### config.mk
export PLATFORM = sky130hd
export DESIGN_NAME = tmw_ctrl
export DESIGN_NICKNAME = d
export VERILOG_FILES = /design/src/rtl/tmw_pkg.sv /design/src/rtl/tmw_opcheck.sv /design/src/rtl/tmw_deadline_sel.sv /design/src/rtl/tmw_wake_detect.sv /design/src/rtl/tmw_ctrl.sv
export SDC_FILE = /design/constraint.sdc
export NUM_CORES = 1
export LEC_CHECK = 0
export BUFFER_PORTS_ARGS = -buffer_cell sky130_fd_sc_hd__clkbuf_2
export CORE_AREA = 5 5 158 160
export DETAILED_ROUTE_END_ITERATION = 10
export DIE_AREA = 0 0 163 165
export GPL_ROUTABILITY_DRIVEN = 0
export HOLD_SLACK_MARGIN = 0.12
export PLACE_DENSITY = 0.89
export SYNTH_ARGS = -nofsm -noshare
export SYNTH_HDL_FRONTEND = slang
export SYNTH_HIERARCHICAL = 1
export SYNTH_SLANG_ARGS = --single-unit
### constraint.sdc
create_clock -name clk -period 12.44 [get_ports clk]
set_clock_uncertainty 0.15 [all_clocks]
set_input_delay 2.488 -clock clk [delete_from_list [all_inputs] [get_ports clk]]
set_output_delay 2.488 -clock clk [all_outputs]
set_load 0.01 [all_outputs]
### src/rtl/tmw_pkg.sv
package tmw_pkg;
  typedef enum logic [1:0] {
    ST_IDLE  = 2'd0,
    ST_CHECK = 2'd1,
    ST_WAIT  = 2'd2,
    ST_DONE  = 2'd3
  } tmw_state_e;

  typedef enum logic [1:0] {
    FLT_NONE = 2'd0,
    FLT_RSVD = 2'd1,
    FLT_PRIV = 2'd2
  } tmw_fault_e;

  localparam int FLAG_W   = 6;
  localparam int FLAG_CF  = 0;
endpackage

### src/rtl/tmw_opcheck.sv
module tmw_opcheck
  import tmw_pkg::*;
#(
  parameter int CTRL_W = 32,
  parameter int CPL_W  = 2
) (
  input  logic [CTRL_W-1:0] op_i,
  input  logic [CPL_W-1:0]  cpl_i,
  input  logic              tsd_i,
  output tmw_fault_e        fault_o,
  output logic              light_o
);
  logic rsvd_set;
  logic priv_bad;

  assign rsvd_set = |op_i[CTRL_W-1:1];
  assign priv_bad = tsd_i && (cpl_i != '0);
  assign light_o  = op_i[0];

  always_comb begin
    if (rsvd_set)      fault_o = FLT_RSVD;
    else if (priv_bad) fault_o = FLT_PRIV;
    else               fault_o = FLT_NONE;
  end
endmodule

### src/rtl/tmw_deadline_sel.sv
module tmw_deadline_sel #(
  parameter int TSC_W     = 64,
  parameter int LIM_W     = 32,
  parameter int LIM_SHIFT = 2
) (
  input  logic [TSC_W-1:0] snap_i,
  input  logic [TSC_W-1:0] wake_time_i,
  input  logic [LIM_W-1:0] os_limit_i,
  output logic [TSC_W-1:0] deadline_o,
  output logic             use_os_o
);
  localparam logic [LIM_W-1:0] LOW_MASK = LIM_W'((1 << LIM_SHIFT) - 1);

  logic [LIM_W-1:0] os_ticks;
  logic [TSC_W:0]   os_sum;

  assign os_ticks   = os_limit_i & ~LOW_MASK;
  assign os_sum     = {1'b0, snap_i} + (TSC_W+1)'(os_ticks);
  assign use_os_o   = (os_ticks != '0) && (os_sum < {1'b0, wake_time_i});
  assign deadline_o = use_os_o ? os_sum[TSC_W-1:0] : wake_time_i;
endmodule

### src/rtl/tmw_wake_detect.sv
module tmw_wake_detect #(
  parameter int NUM_WAKE = 7,
  parameter int TSC_W    = 64
) (
  input  logic [NUM_WAKE-1:0] evt_i,
  input  logic                armed_i,
  input  logic [TSC_W-1:0]    tsc_i,
  input  logic [TSC_W-1:0]    deadline_i,
  output logic                evt_any_o,
  output logic                disarm_o,
  output logic                timer_hit_o
);
  logic [NUM_WAKE:0] chain;

  assign chain[0] = 1'b0;
  for (genvar g = 0; g < NUM_WAKE; g++) begin : g_or
    assign chain[g+1] = chain[g] | evt_i[g];
  end

  assign evt_any_o   = chain[NUM_WAKE];
  assign disarm_o    = !armed_i;
  assign timer_hit_o = (tsc_i >= deadline_i);
endmodule

### src/rtl/tmw_ctrl.sv
module tmw_ctrl
  import tmw_pkg::*;
#(
  parameter int CTRL_W    = 32,
  parameter int TSC_W     = 64,
  parameter int LIM_W     = 32,
  parameter int LIM_SHIFT = 2,
  parameter int CPL_W     = 2,
  parameter int NUM_WAKE  = 7
) (
  input  logic                clk,
  input  logic                rst,
  input  logic                start_i,
  input  logic [CTRL_W-1:0]   ctrl_op_i,
  input  logic [TSC_W-1:0]    wake_time_i,
  input  logic [LIM_W-1:0]    os_limit_i,
  input  logic [TSC_W-1:0]    tsc_i,
  input  logic [CPL_W-1:0]    cpl_i,
  input  logic                tsc_disable_i,
  input  logic                mon_armed_i,
  input  logic [NUM_WAKE-1:0] wake_evt_i,
  output logic                wait_o,
  output logic                deep_o,
  output logic                done_o,
  output logic [FLAG_W-1:0]   flags_o,
  output logic [1:0]          fault_o
);
  tmw_state_e        state_q;
  logic [CTRL_W-1:0] op_q;
  logic [TSC_W-1:0]  wake_q;
  logic [LIM_W-1:0]  lim_q;
  logic [TSC_W-1:0]  snap_q;
  logic [CPL_W-1:0]  cpl_q;
  logic              tsd_q;

  tmw_fault_e        chk_fault;
  logic              req_light;
  logic [TSC_W-1:0]  deadline;
  logic              use_os;
  logic              evt_any;
  logic              disarm;
  logic              timer_hit;
  logic              go_deep;

  tmw_opcheck #(.CTRL_W(CTRL_W), .CPL_W(CPL_W)) opcheck_i (
    .op_i    (op_q),
    .cpl_i   (cpl_q),
    .tsd_i   (tsd_q),
    .fault_o (chk_fault),
    .light_o (req_light)
  );

  tmw_deadline_sel #(.TSC_W(TSC_W), .LIM_W(LIM_W), .LIM_SHIFT(LIM_SHIFT)) dsel_i (
    .snap_i      (snap_q),
    .wake_time_i (wake_q),
    .os_limit_i  (lim_q),
    .deadline_o  (deadline),
    .use_os_o    (use_os)
  );

  tmw_wake_detect #(.NUM_WAKE(NUM_WAKE), .TSC_W(TSC_W)) wake_i (
    .evt_i       (wake_evt_i),
    .armed_i     (mon_armed_i),
    .tsc_i       (tsc_i),
    .deadline_i  (deadline),
    .evt_any_o   (evt_any),
    .disarm_o    (disarm),
    .timer_hit_o (timer_hit)
  );

  // deep state only when requested and not demoted by the OS word
  assign go_deep = !req_light && !lim_q[0];

  always_ff @(posedge clk) begin
    if (rst) begin
      state_q <= ST_IDLE;
      op_q    <= '0;
      wake_q  <= '0;
      lim_q   <= '0;
      snap_q  <= '0;
      cpl_q   <= '0;
      tsd_q   <= 1'b0;
      wait_o  <= 1'b0;
      deep_o  <= 1'b0;
      done_o  <= 1'b0;
      flags_o <= '0;
      fault_o <= FLT_NONE;
    end else begin
      done_o  <= 1'b0;
      flags_o <= '0;
      fault_o <= FLT_NONE;
      case (state_q)
        ST_IDLE: begin
          if (start_i) begin
            op_q    <= ctrl_op_i;
            wake_q  <= wake_time_i;
            lim_q   <= os_limit_i;
            snap_q  <= tsc_i;
            cpl_q   <= cpl_i;
            tsd_q   <= tsc_disable_i;
            state_q <= ST_CHECK;
          end
        end
        ST_CHECK: begin
          if (chk_fault != FLT_NONE) begin
            done_o  <= 1'b1;
            fault_o <= chk_fault;
            state_q <= ST_DONE;
          end else if (disarm || timer_hit) begin
            done_o           <= 1'b1;
            flags_o[FLAG_CF] <= use_os && timer_hit;
            state_q          <= ST_DONE;
          end else begin
            wait_o  <= 1'b1;
            deep_o  <= go_deep;
            state_q <= ST_WAIT;
          end
        end
        ST_WAIT: begin
          if (evt_any || disarm || timer_hit) begin
            wait_o           <= 1'b0;
            deep_o           <= 1'b0;
            done_o           <= 1'b1;
            flags_o[FLAG_CF] <= use_os && timer_hit;
            state_q          <= ST_DONE;
          end
        end
        default: begin
          state_q <= ST_IDLE;
        end
      endcase
    end
  end
endmodule

==> results.cfg <==
[run_status]
outcome = complete, no violations

[cells_and_area]
fill_cells = 1903
fin_util_pct = 66.9
area_delta_synth_final_pct = 13.2
final_cell_mix = nand2_1 (440), a21oi_1 (270), clkbuf_2 (209)
fin_nets = 2290
multiInputGateArea_mm2 = 0.00871
drive_above_1_share_pct = 17.2
final_area_mm2 = 0.0156
final_common_cell = nand2_1
seq_area_mm2 = 0.00404

[placement]
dp_hpwl_um = 27600
postPlaceCellArea_mm2 = 0.0148
portBuffers = 210

[floorplanning]
rows = 56
io_pins = 217
die_w_um = 163
core_mm2 = 0.0233
die_area_mm2 = 0.0269
die_y_um = 165
initial_utilization_pct = 59.1

[clock_network]
cts_setup_buffers = 0
clk_pin_slew_ns = 0.06
cts_root_buf = clkbuf_16
ctsHoldBuffers = 0
cts-resized-gates = 0
cts_max_level = 1
numCtsBuffers = 24
clk_latency_ns = 0.52
cts.sink_count = 202
cts_tree = yes
cts.path.max_buffers = 3

[hold_path]
hold_path_depth = 2
hp-class = reg -> reg

[global_route]
grt_pass1_vias = 12500
grt_max_degree = 103
track_usage_pct = 26.7
grt-ovfl-total = 0
antenna_found_initial = 3
grt_first_pass_wirelength_um = 59800

[synth]
synthCells = 1766
avgSynthCellArea_um2 = 7.78
yosys_warnings = 6
synth_area_mm2 = 0.0137

[routing]
wl_um = 37500
drt-wirelength-per-cell_um = 16.6
vias = 13100
drc = 0
drtIter0Drc = 1109
vias_per_cell = 5.78
drtAntennaViolNets = 0
firstDrtPassIters = 6

[timing]
setup_violations = 0
finalCritPeriodShare_pct = 78.9
max_freq_mhz = 102
drv_slew = 0
min_period_ns = 9.82
hold_viol_final = 0
tightest_slew_ns = 1.12
rsz0062_at_grt = false
slew_headroom_pct = 25.2
finalSetupTns_ns = 0

[critical_path]
slowest_stage = buf_4
required_ns = 12.72
r2r_cells = 29
cp.arrival_ns = 10.09
crit_type = reg -> reg
cp_slowest_stage_delay_ns = 0.61
start_kind = register
cp-end-kind = register
crit_fanout = 35

[power]
ir_drop_mv = 0.135
p_per_area_mw_per_mm2 = 197
total_leakage_power_nw = 6.93

[job]
maxCapViolCount = 0
[per-stage QoR]
step / power, mW / worst slack [ns] / hold slack [ns] / std cells
floorplan: 2.05 / 5.04 / 0.270 / 1770
global placement: 2.27 / 3.11 / 0.290 / 2215
detailed placement: 2.34 / 2.81 / 0.293 / 2215
CTS: 3.06 / 2.76 / 0.302 / 2258
global route: 3.28 / 2.13 / 0.314 / 2258
finish: 3.07 / 2.62 / 0.301 / 2259
[report_power, final]
group	total, mW	switching (mW)	internal (mW)
combinational	1.50	0.858	0.640
sequential	0.870	0.104	0.766
clock	0.703	0.285	0.418
[per-layer routing]
metal	part of all wire, %	up-vias	track usage [%]	wire length [um]
li1	-	6351	-	-
met5	0.091	-	0	34
met4	4.1	6	10.1	1520
met1	42	6050	34.2	15700
met2	46	537	44.4	17200
met3	8.0	115	5.47	3000
[worst max-delay path: cells and delay by family (launching register included)]
family / cells / cell delay, ns
AOI/OAI and AO/OA: 11 / 3.35
adders and majority gates: 3 / 1.00
muxes: 1 / 0.26
buffers and inverters: 2 / 0.65
and+or+nand+nor: 12 / 3.94
DFF: 1 / 0.33
[registers in the layout, summed over array words and instances (netlist names)]
| register | flops |
|---|---|
| state_q | 2 |
| cpl_q | 2 |
| wake_q | 64 |
| wait_o | 1 |
| tsd_q | 1 |
| op_q | 32 |
| done_o | 1 |
| fault_o | 2 |
| snap_q | 64 |
| flags_o | 1 |
| lim_q | 31 |
| deep_o | 1 |
[final timing paths]
check,endpoint,start,slack [ns]
max,state_q[0],lim_q[10],2.62
min,cpl_q[0],cpl_q[0],0.30
max reg2reg,state_q[0],lim_q[10],2.62
min reg2reg,cpl_q[0],cpl_q[0],0.30
[final cells by class]
cell class	instances	share of cell area (%)
diodes	1	0.0161
inverters	140	3.38
clock buffers	34	4.30
clock inverters	9	0.780
multi-input cells	1340	56.0
well taps	319	2.57
flip-flops and latches	202	26.0
repair buffers	214	6.99
(Power assumes the default switching activity.)
